==> src/rtl/atomic_span_pkg.sv <==
// Shared types for the atomic span tracker.
// Assumes: operation kind encoding is fixed and visible at the top ports.
package atomic_span_pkg;

    typedef enum logic [1:0] {
        OP_LOAD     = 2'd0,
        OP_PREFETCH = 2'd1,
        OP_STORE    = 2'd2,
        OP_NONE     = 2'd3
    } op_kind_e;

    typedef enum logic [1:0] {
        EV_IDLE   = 2'd0,
        EV_TOUCH  = 2'd1,
        EV_UPDATE = 2'd2,
        EV_DEAD   = 2'd3
    } ev_state_e;

endpackage

==> src/rtl/span_line_table.sv <==
// Tracking table of cache lines enrolled in the open atomic event.
// Each slot holds a valid bit, a line tag and a written flag. Two
// lookups run in parallel (core operation and snoop). Slots are filled
// lowest-first and only ever cleared all together.
// Assumes: alloc_i is never raised while full_o is set, and never for a
// tag that already hits.
module span_line_table #(
    parameter int NUM_LINES = 8,
    parameter int TAG_W     = 26,
    localparam int IDX_W    = (NUM_LINES > 1) ? $clog2(NUM_LINES) : 1
) (
    input  logic                              clk,
    input  logic                              rst_n,
    input  logic [TAG_W-1:0]                  op_tag_i,
    input  logic [TAG_W-1:0]                  snp_tag_i,
    input  logic                              alloc_i,
    input  logic                              mark_i,
    input  logic [IDX_W-1:0]                  mark_idx_i,
    input  logic                              clear_i,
    output logic                              op_hit_o,
    output logic [IDX_W-1:0]                  op_idx_o,
    output logic                              snp_hit_o,
    output logic                              full_o,
    output logic [NUM_LINES-1:0]              written_o,
    output logic [NUM_LINES-1:0][TAG_W-1:0]   tags_o
);

    logic [NUM_LINES-1:0]            valid_q;
    logic [NUM_LINES-1:0]            written_q;
    logic [NUM_LINES-1:0][TAG_W-1:0] tag_q;
    logic [NUM_LINES-1:0]            op_match;
    logic [NUM_LINES-1:0]            snp_match;
    logic [IDX_W-1:0]                free_idx;

    // Per-slot comparators for both lookup ports.
    for (genvar g = 0; g < NUM_LINES; g++) begin : g_cmp
        assign op_match[g]  = valid_q[g] && (tag_q[g] == op_tag_i);
        assign snp_match[g] = valid_q[g] && (tag_q[g] == snp_tag_i);
    end

    assign op_hit_o  = |op_match;
    assign snp_hit_o = |snp_match;
    assign full_o    = &valid_q;
    assign written_o = written_q;
    assign tags_o    = tag_q;

    // Encode the slot index matched by the core operation.
    always_comb begin
        op_idx_o = '0;
        for (int i = 0; i < NUM_LINES; i++) begin
            if (op_match[i]) op_idx_o = IDX_W'(i);
        end
    end

    // Pick the lowest free slot for the next enrollment.
    always_comb begin
        free_idx = '0;
        for (int i = NUM_LINES - 1; i >= 0; i--) begin
            if (!valid_q[i]) free_idx = IDX_W'(i);
        end
    end

    // Slot state: bulk clear, enrollment and written marking.
    always_ff @(posedge clk) begin
        if (!rst_n || clear_i) begin
            valid_q   <= '0;
            written_q <= '0;
            tag_q     <= '0;
        end else begin
            if (alloc_i) begin
                valid_q[free_idx] <= 1'b1;
                tag_q[free_idx]   <= op_tag_i;
            end
            if (mark_i) begin
                written_q[mark_idx_i] <= 1'b1;
            end
        end
    end

    AST_NO_OVERFLOW: assert property (@(posedge clk) disable iff (!rst_n)
        alloc_i |-> !full_o);

    AST_CLEAR_EMPTIES: assert property (@(posedge clk) disable iff (!rst_n)
        clear_i |=> (valid_q == '0) && (written_q == '0));

endmodule

==> src/rtl/span_store_buffer.sv <==
// Commit buffer: one data word per tracked slot, held invisible until a
// publish, which presents every written slot on the visibility bus in a
// single registered cycle. A write in the publish cycle is merged in.
// Assumes: written_i and tags_i come from the tracking table, and
// clear_i discards the held data.
module span_store_buffer #(
    parameter int NUM_LINES = 8,
    parameter int TAG_W     = 26,
    parameter int DATA_W    = 64,
    localparam int IDX_W    = (NUM_LINES > 1) ? $clog2(NUM_LINES) : 1
) (
    input  logic                              clk,
    input  logic                              rst_n,
    input  logic                              wr_en_i,
    input  logic [IDX_W-1:0]                  wr_idx_i,
    input  logic [DATA_W-1:0]                 wr_data_i,
    input  logic                              clear_i,
    input  logic                              publish_i,
    input  logic [NUM_LINES-1:0]              written_i,
    input  logic [NUM_LINES-1:0][TAG_W-1:0]   tags_i,
    output logic [NUM_LINES-1:0]              vis_valid_o,
    output logic [NUM_LINES-1:0][TAG_W-1:0]   vis_tag_o,
    output logic [NUM_LINES-1:0][DATA_W-1:0]  vis_data_o
);

    logic [NUM_LINES-1:0][DATA_W-1:0] data_q;

    for (genvar g = 0; g < NUM_LINES; g++) begin : g_slot
        logic wr_hit;
        assign wr_hit = wr_en_i && (wr_idx_i == IDX_W'(g));

        // Hold the latest store to this slot; drop it on clear.
        always_ff @(posedge clk) begin
            if (!rst_n || clear_i) begin
                data_q[g] <= '0;
            end else if (wr_hit) begin
                data_q[g] <= wr_data_i;
            end
        end

        // Present the slot for exactly one cycle when published.
        always_ff @(posedge clk) begin
            if (!rst_n || !publish_i) begin
                vis_valid_o[g] <= 1'b0;
                vis_tag_o[g]   <= '0;
                vis_data_o[g]  <= '0;
            end else begin
                vis_valid_o[g] <= written_i[g] || wr_hit;
                vis_tag_o[g]   <= tags_i[g];
                vis_data_o[g]  <= wr_hit ? wr_data_i : data_q[g];
            end
        end
    end

    AST_VIS_ONE_CYCLE: assert property (@(posedge clk) disable iff (!rst_n)
        (|vis_valid_o) |=> (vis_valid_o == '0));

endmodule

==> src/rtl/span_event_ctrl.sv <==
// Event controller: classifies core operations and snoops, decides on
// enrollment, buffering, kill, deny, commit and abort, and answers the
// interference query.
// Assumes: table lookups (op_hit_i, snp_hit_i, full_i) are combinational
// views of the current table state.
module span_event_ctrl
    import atomic_span_pkg::*;
#(
    parameter int PRIO_W = 3
) (
    input  logic              clk,
    input  logic              rst_n,
    input  logic [PRIO_W-1:0] local_prio_i,
    input  logic              op_valid_i,
    input  logic [1:0]        op_kind_i,
    input  logic              op_locked_i,
    input  logic              snp_valid_i,
    input  logic [PRIO_W-1:0] snp_prio_i,
    input  logic              qry_valid_i,
    input  logic              op_hit_i,
    input  logic              snp_hit_i,
    input  logic              full_i,
    output logic              alloc_o,
    output logic              buf_wr_o,
    output logic              clear_o,
    output logic              publish_o,
    output logic              snp_deny_o,
    output logic              qry_ack_o,
    output logic              qry_killed_o,
    output logic              commit_o,
    output logic              fail_o
);

    ev_state_e state_q, state_d;
    logic      is_touch, is_store, is_lk_store, is_pl_store;
    logic      live, snp_conflict, snp_kill, op_bad, kill;
    logic      fail_d, commit_d;

    // Classify the core operation.
    always_comb begin
        is_touch    = op_valid_i && op_locked_i &&
                      (op_kind_i == OP_LOAD || op_kind_i == OP_PREFETCH);
        is_store    = op_valid_i && (op_kind_i == OP_STORE);
        is_lk_store = is_store && op_locked_i;
        is_pl_store = is_store && !op_locked_i;
    end

    // Decide on snoop conflict and rule breaks by the local operation.
    always_comb begin
        live         = (state_q == EV_TOUCH) || (state_q == EV_UPDATE);
        snp_conflict = live && snp_valid_i && snp_hit_i;
        snp_kill     = snp_conflict && (snp_prio_i > local_prio_i);
        snp_deny_o   = snp_conflict && !(snp_prio_i > local_prio_i);
        op_bad       = (is_touch && !op_hit_i &&
                        (full_i || state_q == EV_UPDATE)) ||
                       (is_store && !op_hit_i);
        kill         = snp_kill || op_bad;
    end

    // Next-state and action decode for the event.
    always_comb begin
        state_d   = state_q;
        alloc_o   = 1'b0;
        buf_wr_o  = 1'b0;
        clear_o   = 1'b0;
        publish_o = 1'b0;
        fail_d    = 1'b0;
        commit_d  = 1'b0;
        case (state_q)
            EV_IDLE: begin
                if (is_touch) begin
                    alloc_o = 1'b1;
                    state_d = EV_TOUCH;
                end else if (is_lk_store) begin
                    fail_d = 1'b1;
                end
            end
            EV_TOUCH, EV_UPDATE: begin
                if (is_lk_store) begin
                    clear_o = 1'b1;
                    state_d = EV_IDLE;
                    if (kill) begin
                        fail_d = 1'b1;
                    end else begin
                        buf_wr_o  = 1'b1;
                        publish_o = 1'b1;
                        commit_d  = 1'b1;
                    end
                end else if (kill) begin
                    fail_d  = 1'b1;
                    clear_o = 1'b1;
                    state_d = EV_DEAD;
                end else if (is_pl_store) begin
                    buf_wr_o = 1'b1;
                    state_d  = EV_UPDATE;
                end else if (is_touch && !op_hit_i) begin
                    alloc_o = 1'b1;
                end
            end
            EV_DEAD: begin
                if (is_lk_store) state_d = EV_IDLE;
            end
            default: state_d = EV_IDLE;
        endcase
    end

    // Event state register.
    always_ff @(posedge clk) begin
        if (!rst_n) state_q <= EV_IDLE;
        else        state_q <= state_d;
    end

    // Registered pulses and query answer.
    always_ff @(posedge clk) begin
        if (!rst_n) begin
            fail_o       <= 1'b0;
            commit_o     <= 1'b0;
            qry_ack_o    <= 1'b0;
            qry_killed_o <= 1'b0;
        end else begin
            fail_o       <= fail_d;
            commit_o     <= commit_d;
            qry_ack_o    <= qry_valid_i;
            qry_killed_o <= qry_valid_i && (state_q == EV_DEAD);
        end
    end

    AST_QRY_ANSWERS: assert property (@(posedge clk) disable iff (!rst_n)
        qry_ack_o |-> $past(qry_valid_i));

    AST_COMMIT_NEEDS_LKST: assert property (@(posedge clk) disable iff (!rst_n)
        commit_o |-> $past(op_valid_i && op_locked_i && op_kind_i == OP_STORE));

    AST_FAIL_COMMIT_EXCL: assert property (@(posedge clk) disable iff (!rst_n)
        !(fail_o && commit_o));

    AST_DENY_KEEPS_EVENT: assert property (@(posedge clk) disable iff (!rst_n)
        (snp_deny_o && !op_valid_i) |=> !fail_o);

endmodule

==> src/rtl/atomic_span_tracker.sv <==
// Top of the atomic span tracker: ties the tracking table, commit buffer
// and event controller together and flattens the visibility bus.
// Assumes: one core operation and one snoop at most per cycle; addresses
// are already cache-line addresses.
module atomic_span_tracker #(
    parameter int NUM_LINES = 8,
    parameter int TAG_W     = 26,
    parameter int DATA_W    = 64,
    parameter int PRIO_W    = 3,
    localparam int IDX_W    = (NUM_LINES > 1) ? $clog2(NUM_LINES) : 1
) (
    input  logic                          clk,
    input  logic                          rst_n,
    input  logic [PRIO_W-1:0]             local_prio,
    input  logic                          op_valid,
    input  logic [1:0]                    op_kind,
    input  logic                          op_locked,
    input  logic [TAG_W-1:0]              op_addr,
    input  logic [DATA_W-1:0]             op_data,
    input  logic                          snp_valid,
    input  logic [TAG_W-1:0]              snp_addr,
    input  logic [PRIO_W-1:0]             snp_prio,
    output logic                          snp_deny,
    input  logic                          qry_valid,
    output logic                          qry_ack,
    output logic                          qry_killed,
    output logic                          commit,
    output logic                          fail,
    output logic [NUM_LINES-1:0]          vis_valid,
    output logic [NUM_LINES*TAG_W-1:0]    vis_addr,
    output logic [NUM_LINES*DATA_W-1:0]   vis_data
);

    logic                             op_hit, snp_hit, full;
    logic [IDX_W-1:0]                 op_idx;
    logic                             alloc, buf_wr, clear, publish;
    logic [NUM_LINES-1:0]             written;
    logic [NUM_LINES-1:0][TAG_W-1:0]  tags;
    logic [NUM_LINES-1:0][TAG_W-1:0]  vis_tag_p;
    logic [NUM_LINES-1:0][DATA_W-1:0] vis_data_p;

    span_line_table #(
        .NUM_LINES (NUM_LINES),
        .TAG_W     (TAG_W)
    ) u_table (
        .clk        (clk),
        .rst_n      (rst_n),
        .op_tag_i   (op_addr),
        .snp_tag_i  (snp_addr),
        .alloc_i    (alloc),
        .mark_i     (buf_wr),
        .mark_idx_i (op_idx),
        .clear_i    (clear),
        .op_hit_o   (op_hit),
        .op_idx_o   (op_idx),
        .snp_hit_o  (snp_hit),
        .full_o     (full),
        .written_o  (written),
        .tags_o     (tags)
    );

    span_store_buffer #(
        .NUM_LINES (NUM_LINES),
        .TAG_W     (TAG_W),
        .DATA_W    (DATA_W)
    ) u_buffer (
        .clk         (clk),
        .rst_n       (rst_n),
        .wr_en_i     (buf_wr),
        .wr_idx_i    (op_idx),
        .wr_data_i   (op_data),
        .clear_i     (clear),
        .publish_i   (publish),
        .written_i   (written),
        .tags_i      (tags),
        .vis_valid_o (vis_valid),
        .vis_tag_o   (vis_tag_p),
        .vis_data_o  (vis_data_p)
    );

    span_event_ctrl #(
        .PRIO_W (PRIO_W)
    ) u_ctrl (
        .clk          (clk),
        .rst_n        (rst_n),
        .local_prio_i (local_prio),
        .op_valid_i   (op_valid),
        .op_kind_i    (op_kind),
        .op_locked_i  (op_locked),
        .snp_valid_i  (snp_valid),
        .snp_prio_i   (snp_prio),
        .qry_valid_i  (qry_valid),
        .op_hit_i     (op_hit),
        .snp_hit_i    (snp_hit),
        .full_i       (full),
        .alloc_o      (alloc),
        .buf_wr_o     (buf_wr),
        .clear_o      (clear),
        .publish_o    (publish),
        .snp_deny_o   (snp_deny),
        .qry_ack_o    (qry_ack),
        .qry_killed_o (qry_killed),
        .commit_o     (commit),
        .fail_o       (fail)
    );

    assign vis_addr = vis_tag_p;
    assign vis_data = vis_data_p;

    AST_VIS_WITH_COMMIT: assert property (@(posedge clk) disable iff (!rst_n)
        (|vis_valid) |-> commit);

endmodule

==> config.mk <==
export PLATFORM = sky130hd
export DESIGN_NAME = atomic_span_tracker
export DESIGN_NICKNAME = d
export VERILOG_FILES = /design/src/rtl/atomic_span_pkg.sv /design/src/rtl/span_line_table.sv /design/src/rtl/span_store_buffer.sv /design/src/rtl/span_event_ctrl.sv /design/src/rtl/atomic_span_tracker.sv
export SDC_FILE = /design/constraint.sdc
export NUM_CORES = 2
export LEC_CHECK = 0
export BUFFER_PORTS_ARGS = -buffer_cell sky130_fd_sc_hd__buf_4
export CAP_MARGIN = 30
export CORE_MARGIN = 10
export CORE_UTILIZATION = 60
export CTS_BUF_LIST = sky130_fd_sc_hd__clkbuf_16
export DETAILED_ROUTE_END_ITERATION = 7
export HOLD_SLACK_MARGIN = 0.12
export PLACE_DENSITY = 0.95
export SLEW_MARGIN = 20
export SYNTH_ARGS = -nofsm -noshare
export SYNTH_HDL_FRONTEND = slang
export SYNTH_HIERARCHICAL = 1
export SYNTH_SLANG_ARGS = --single-unit
==> constraint.sdc <==
create_clock -name clk -period 7.1 [get_ports clk]
set_input_delay 0.355 -clock clk [delete_from_list [all_inputs] [get_ports clk]]
set_output_delay 0.355 -clock clk [all_outputs]
set_load 0.1 [all_outputs]
==> run_results.csv <==
group,metric,value,unit
status,status,"finished, violations left",
status,violations,"design-rule violations",
detailed_routing,wirelength,240,mm
setup_path,rrSetupSlack,1170,ps
finish,mostFrequentLayoutCells,"dfxtp_1 (1470), mux2i_1 (1103), buf_4 (908), nand3_1 (583), nand3b_1 (578)",
floorplanning,initial_core_util,0.602,
sta,hold_viol_final,0,
synthesis,yosysSeqAreaShare,0.498,
setup_path,critPathSlowestCell,"mux2i_1",
global_routing,use_met2,0.598,
global_routing,grt_overflow,0,
global_routing,grt_pass1_wl,339,mm
power,ir_drop,209,uV
synthesis,synth_fa_ha_area_frac,0.00127,
global_routing,grt_pass1_vias,49000,
finish,postLayoutCellArea,70900,um2
synthesis,synthSimpleGateAreaFrac,0.188,
setup_path,path_common_cell,"buf_4",
finish,design.final.nets,6394,
sta,final.setup_skew,49.1,ps
sta,worst_slew_pin_slew,1160,ps
setup_path,critPathBufInv,5,
cts,clkTransAtPathRegs,70,ps
detailed_routing,drt_iter0_drc,10200,
setup_path,critPathCaptureType,"flop",
synthesis,synth_seq_cells,1470,
global_routing,top_usage_layer,"met2",
synthesis,synthMuxAreaShare,0.187,
place,gp_congestion,0.955,
cts,cts_buffer_depth,3,
cts,cts_buffers,146,
finish,multi_input_area,27100,um2
detailed_routing,via_count,51600,
global_routing,grt_usage,0.400,
synthesis,synth_cells,5684,
synthesis,syn-cell-area,59100,um2
global_routing,grt_max_degree,204,
global_routing,use_met1,0.471,
place,postPlaceCellArea,65500,um2
finish,drive_gt1_frac,0.184,
synthesis,synth_compound_area_frac,0.0185,
sta,slew_viol_final,0,
cts,cts_sinks,1470,
synthesis,synthFlopType,"dfxtp_1",
setup_path,worstSetupStartpointType,"primary input",
synthesis,synth_top_family_by_area,"simple AND/OR/NAND/NOR gates",
synthesis,synth_xor_area_frac,0.0620,
sta,relSlewSlack,0.229,
setup_path,critPathMaxFanout,58,
setup_path,required,7720,ps
finish,fill_cells,6095,
setup_path,path_delay_family,"simple AND/OR/NAND/NOR gates",
worst_hold_path,hp-class,"primary input to flop",
finish,seq_area,29400,um2
sta,setup_viol,0,
floorplanning,core-area,98100,um2
setup_path,critPathLaunch,"op_addr[16]",
global_routing,use_met3,0.164,
synthesis,synth_edf_count,0,
power,power.leakage,0.0335,uW
cts,cts_tree,"done",
synthesis,synth_cell_types,59,
synthesis,syn_avg_cell_area,10.4,um2
sta,period_share,0.836,
flow_run,drv_cap,0,
cts,root_buffer,"clkbuf_16",
synthesis,yosys_warnings,6,
detailed_routing,avgRoutedWirePerCell,31.3,um
cts,clkLatencyLatePin,810,ps
floorplanning,num_io_pins,863,
worst_hold_path,hp-start,"op_data[46]",
setup_path,arrival,6550,ps
setup_path,r2r_start,"u_table/tags_o[28]$_SDFFE_PP0P_",
detailed_routing,drt-vias-per-instance,6.72,
floorplanning,die_w,334,um
place,dp_hpwl,141,mm
cts,cts_max_level,4,
synthesis,synth_nets,5820,
detailed_routing,drc,38,
place,io_buffers,862,
synthesis,synth-async-reset-ratio,0,
sta,maxClockFrequency,0.169,GHz
floorplanning,design.die.area,111000,um2
power,power.density,241,nW/um2
finish,layout_commonest_cell,"dfxtp_1",
finish,area_growth,19.9,%
floorplanning,row_count,115,
sta,rsz0062_at_grt,"no",
detailed_routing,dr.pass1.iters,8,
sta,period_needed,5930,ps
setup_path,setup.worst_path.class,"primary input to flop",
floorplanning,die-height,334,um
global_routing,antenna_found_initial,33,
setup_path,path_cells,"dlygate4sd3_1 > buf_4 > xnor2_2 > nand4_1 > or4_1 > nor4_2 > or4b_2 > inv_1 > a32oi_2 > nand2_1 > nor2_4 > buf_12 > buf_4 > nand3_1 > mux2i_1",
detailed_routing,final_antenna_net_count,0,
sta,tns,0,ps
setup_path,slowest_delay,800,ps
[cell type report]
type | instances | share of cell area
Clock inverter | 114 | 0.0144
Timing Repair Buffer | 989 | 0.111
Sequential cell | 1470 | 0.415
Multi-Input combinational cell | 3630 | 0.382
Inverter | 21 | 0.00111
Antenna cell | 12 | 0.000424
Tap cell | 1287 | 0.0227
Clock buffer | 149 | 0.0526
[worst register-to-register path: stages (launching register included)]
cell     delay [ps]
dfxtp_1         520
xnor2_1         170
nand4_1         110
or4_1           540
nor4_2          650
or4b_2          280
inv_1            80
a32oi_2         440
nand2_1         250
nor2_4          230
buf_12          260
buf_4           650
nand3_1         790
mux2i_1         810
[cells in the mapped netlist, types with 6 or more instances]
| cell | count | area [um2] |
|---|---|---|
| a21oi_1 | 150 | 751 |
| and3_1 | 211 | 1320 |
| buf_1 | 19 | 71.3 |
| buf_2 | 135 | 676 |
| buf_4 | 51 | 383 |
| buf_6 | 15 | 169 |
| clkbuf_1 | 340 | 1280 |
| dfxtp_1 | 1470 | 29400 |
| ha_1 | 6 | 75.1 |
| inv_1 | 21 | 78.8 |
| mux2i_1 | 1103 | 11000 |
| nand2_1 | 245 | 920 |
| nand2b_1 | 6 | 37.5 |
| nand3_1 | 583 | 2920 |
| nand3b_1 | 578 | 4340 |
| nand4_1 | 85 | 532 |
| nor2_1 | 103 | 387 |
| nor2b_1 | 7 | 43.8 |
| nor3_1 | 15 | 75.1 |
| nor4_1 | 42 | 263 |
| o21ai_0 | 27 | 135 |
| xnor2_1 | 270 | 2360 |
| xor2_1 | 143 | 1250 |
[logic make-up (layout without fill, tap and decap cells)]
group	Yosys count	in the layout
fa+ha+maj	6	6
other cells	0	12
buf+inv	584	1273
simple gates	1905	1905
compound gates	200	200
mux	1103	1103
xor+xnor	416	416
flops	1470	1470
[per-layer routing]
layer  routed length (um)  up-vias  share of wire
li1                     -    20900              -
met4                20300       34          0.085
met3                34700     1366           0.14
met2               103000     4770           0.43
met5                  221        -        0.00092
met1                82400    24500           0.34
[worst paths after layout]
check | cells past startpoint | end
worst min-delay path | 3 | u_buffer/vis_data_o[110]$_SDFF_PP0_
worst min register to register | 2 | u_buffer/vis_valid_o[0]$_SDFF_PP0_
worst max-delay path | 15 | u_buffer/vis_data_o[98]$_SDFF_PP0_
worst max register to register | 13 | u_buffer/vis_data_o[98]$_SDFF_PP0_
[registers in the layout, indices dropped and copies added (netlist names)]
| register | flops |
|---|---|
| u_table/valid_q | 8 |
| u_buffer/vis_valid_o | 8 |
| u_ctrl/fail_o | 1 |
| u_buffer/vis_tag_o | 208 |
| u_ctrl/qry_ack_o | 1 |
| u_table/tags_o | 208 |
| u_ctrl/qry_killed_o | 1 |
| u_buffer/vis_data_o | 512 |
| u_buffer/data_q | 512 |
| u_ctrl/state_q | 2 |
| u_ctrl/commit_o | 1 |
| u_table/written_o | 8 |
[metrics by stage]
step	utilization	std cells	hold slack [ps]	setup WS, ps	total power, uW
floorplan	-	5684	425	3310	9020
global placement	0.666	7335	451	1800	9270
detailed placement	0.667	7339	460	1620	9280
CTS	0.721	7655	121	1850	16900
global route	0.722	7665	156	1140	17400
finish	0.722	7672	161	1170	17100
[what timing repair did]
action | 4_1_cts | 5_1_grt
buffers inserted | 0 | 0
resized for setup | 0 | 0
hold endpoints to repair | 335 | 0
hold buffers | 53 | 0
[power breakdown]
part | total, uW | switching (uW) | internal, uW | leakage [uW]
clock | 7870 | 3460 | 4410 | 0.00242
sequential | 8290 | 28.6 | 8260 | 0.0118
combinational | 901 | 622 | 279 | 0.0192
Note: power is estimated with default switching activity, not from simulation.
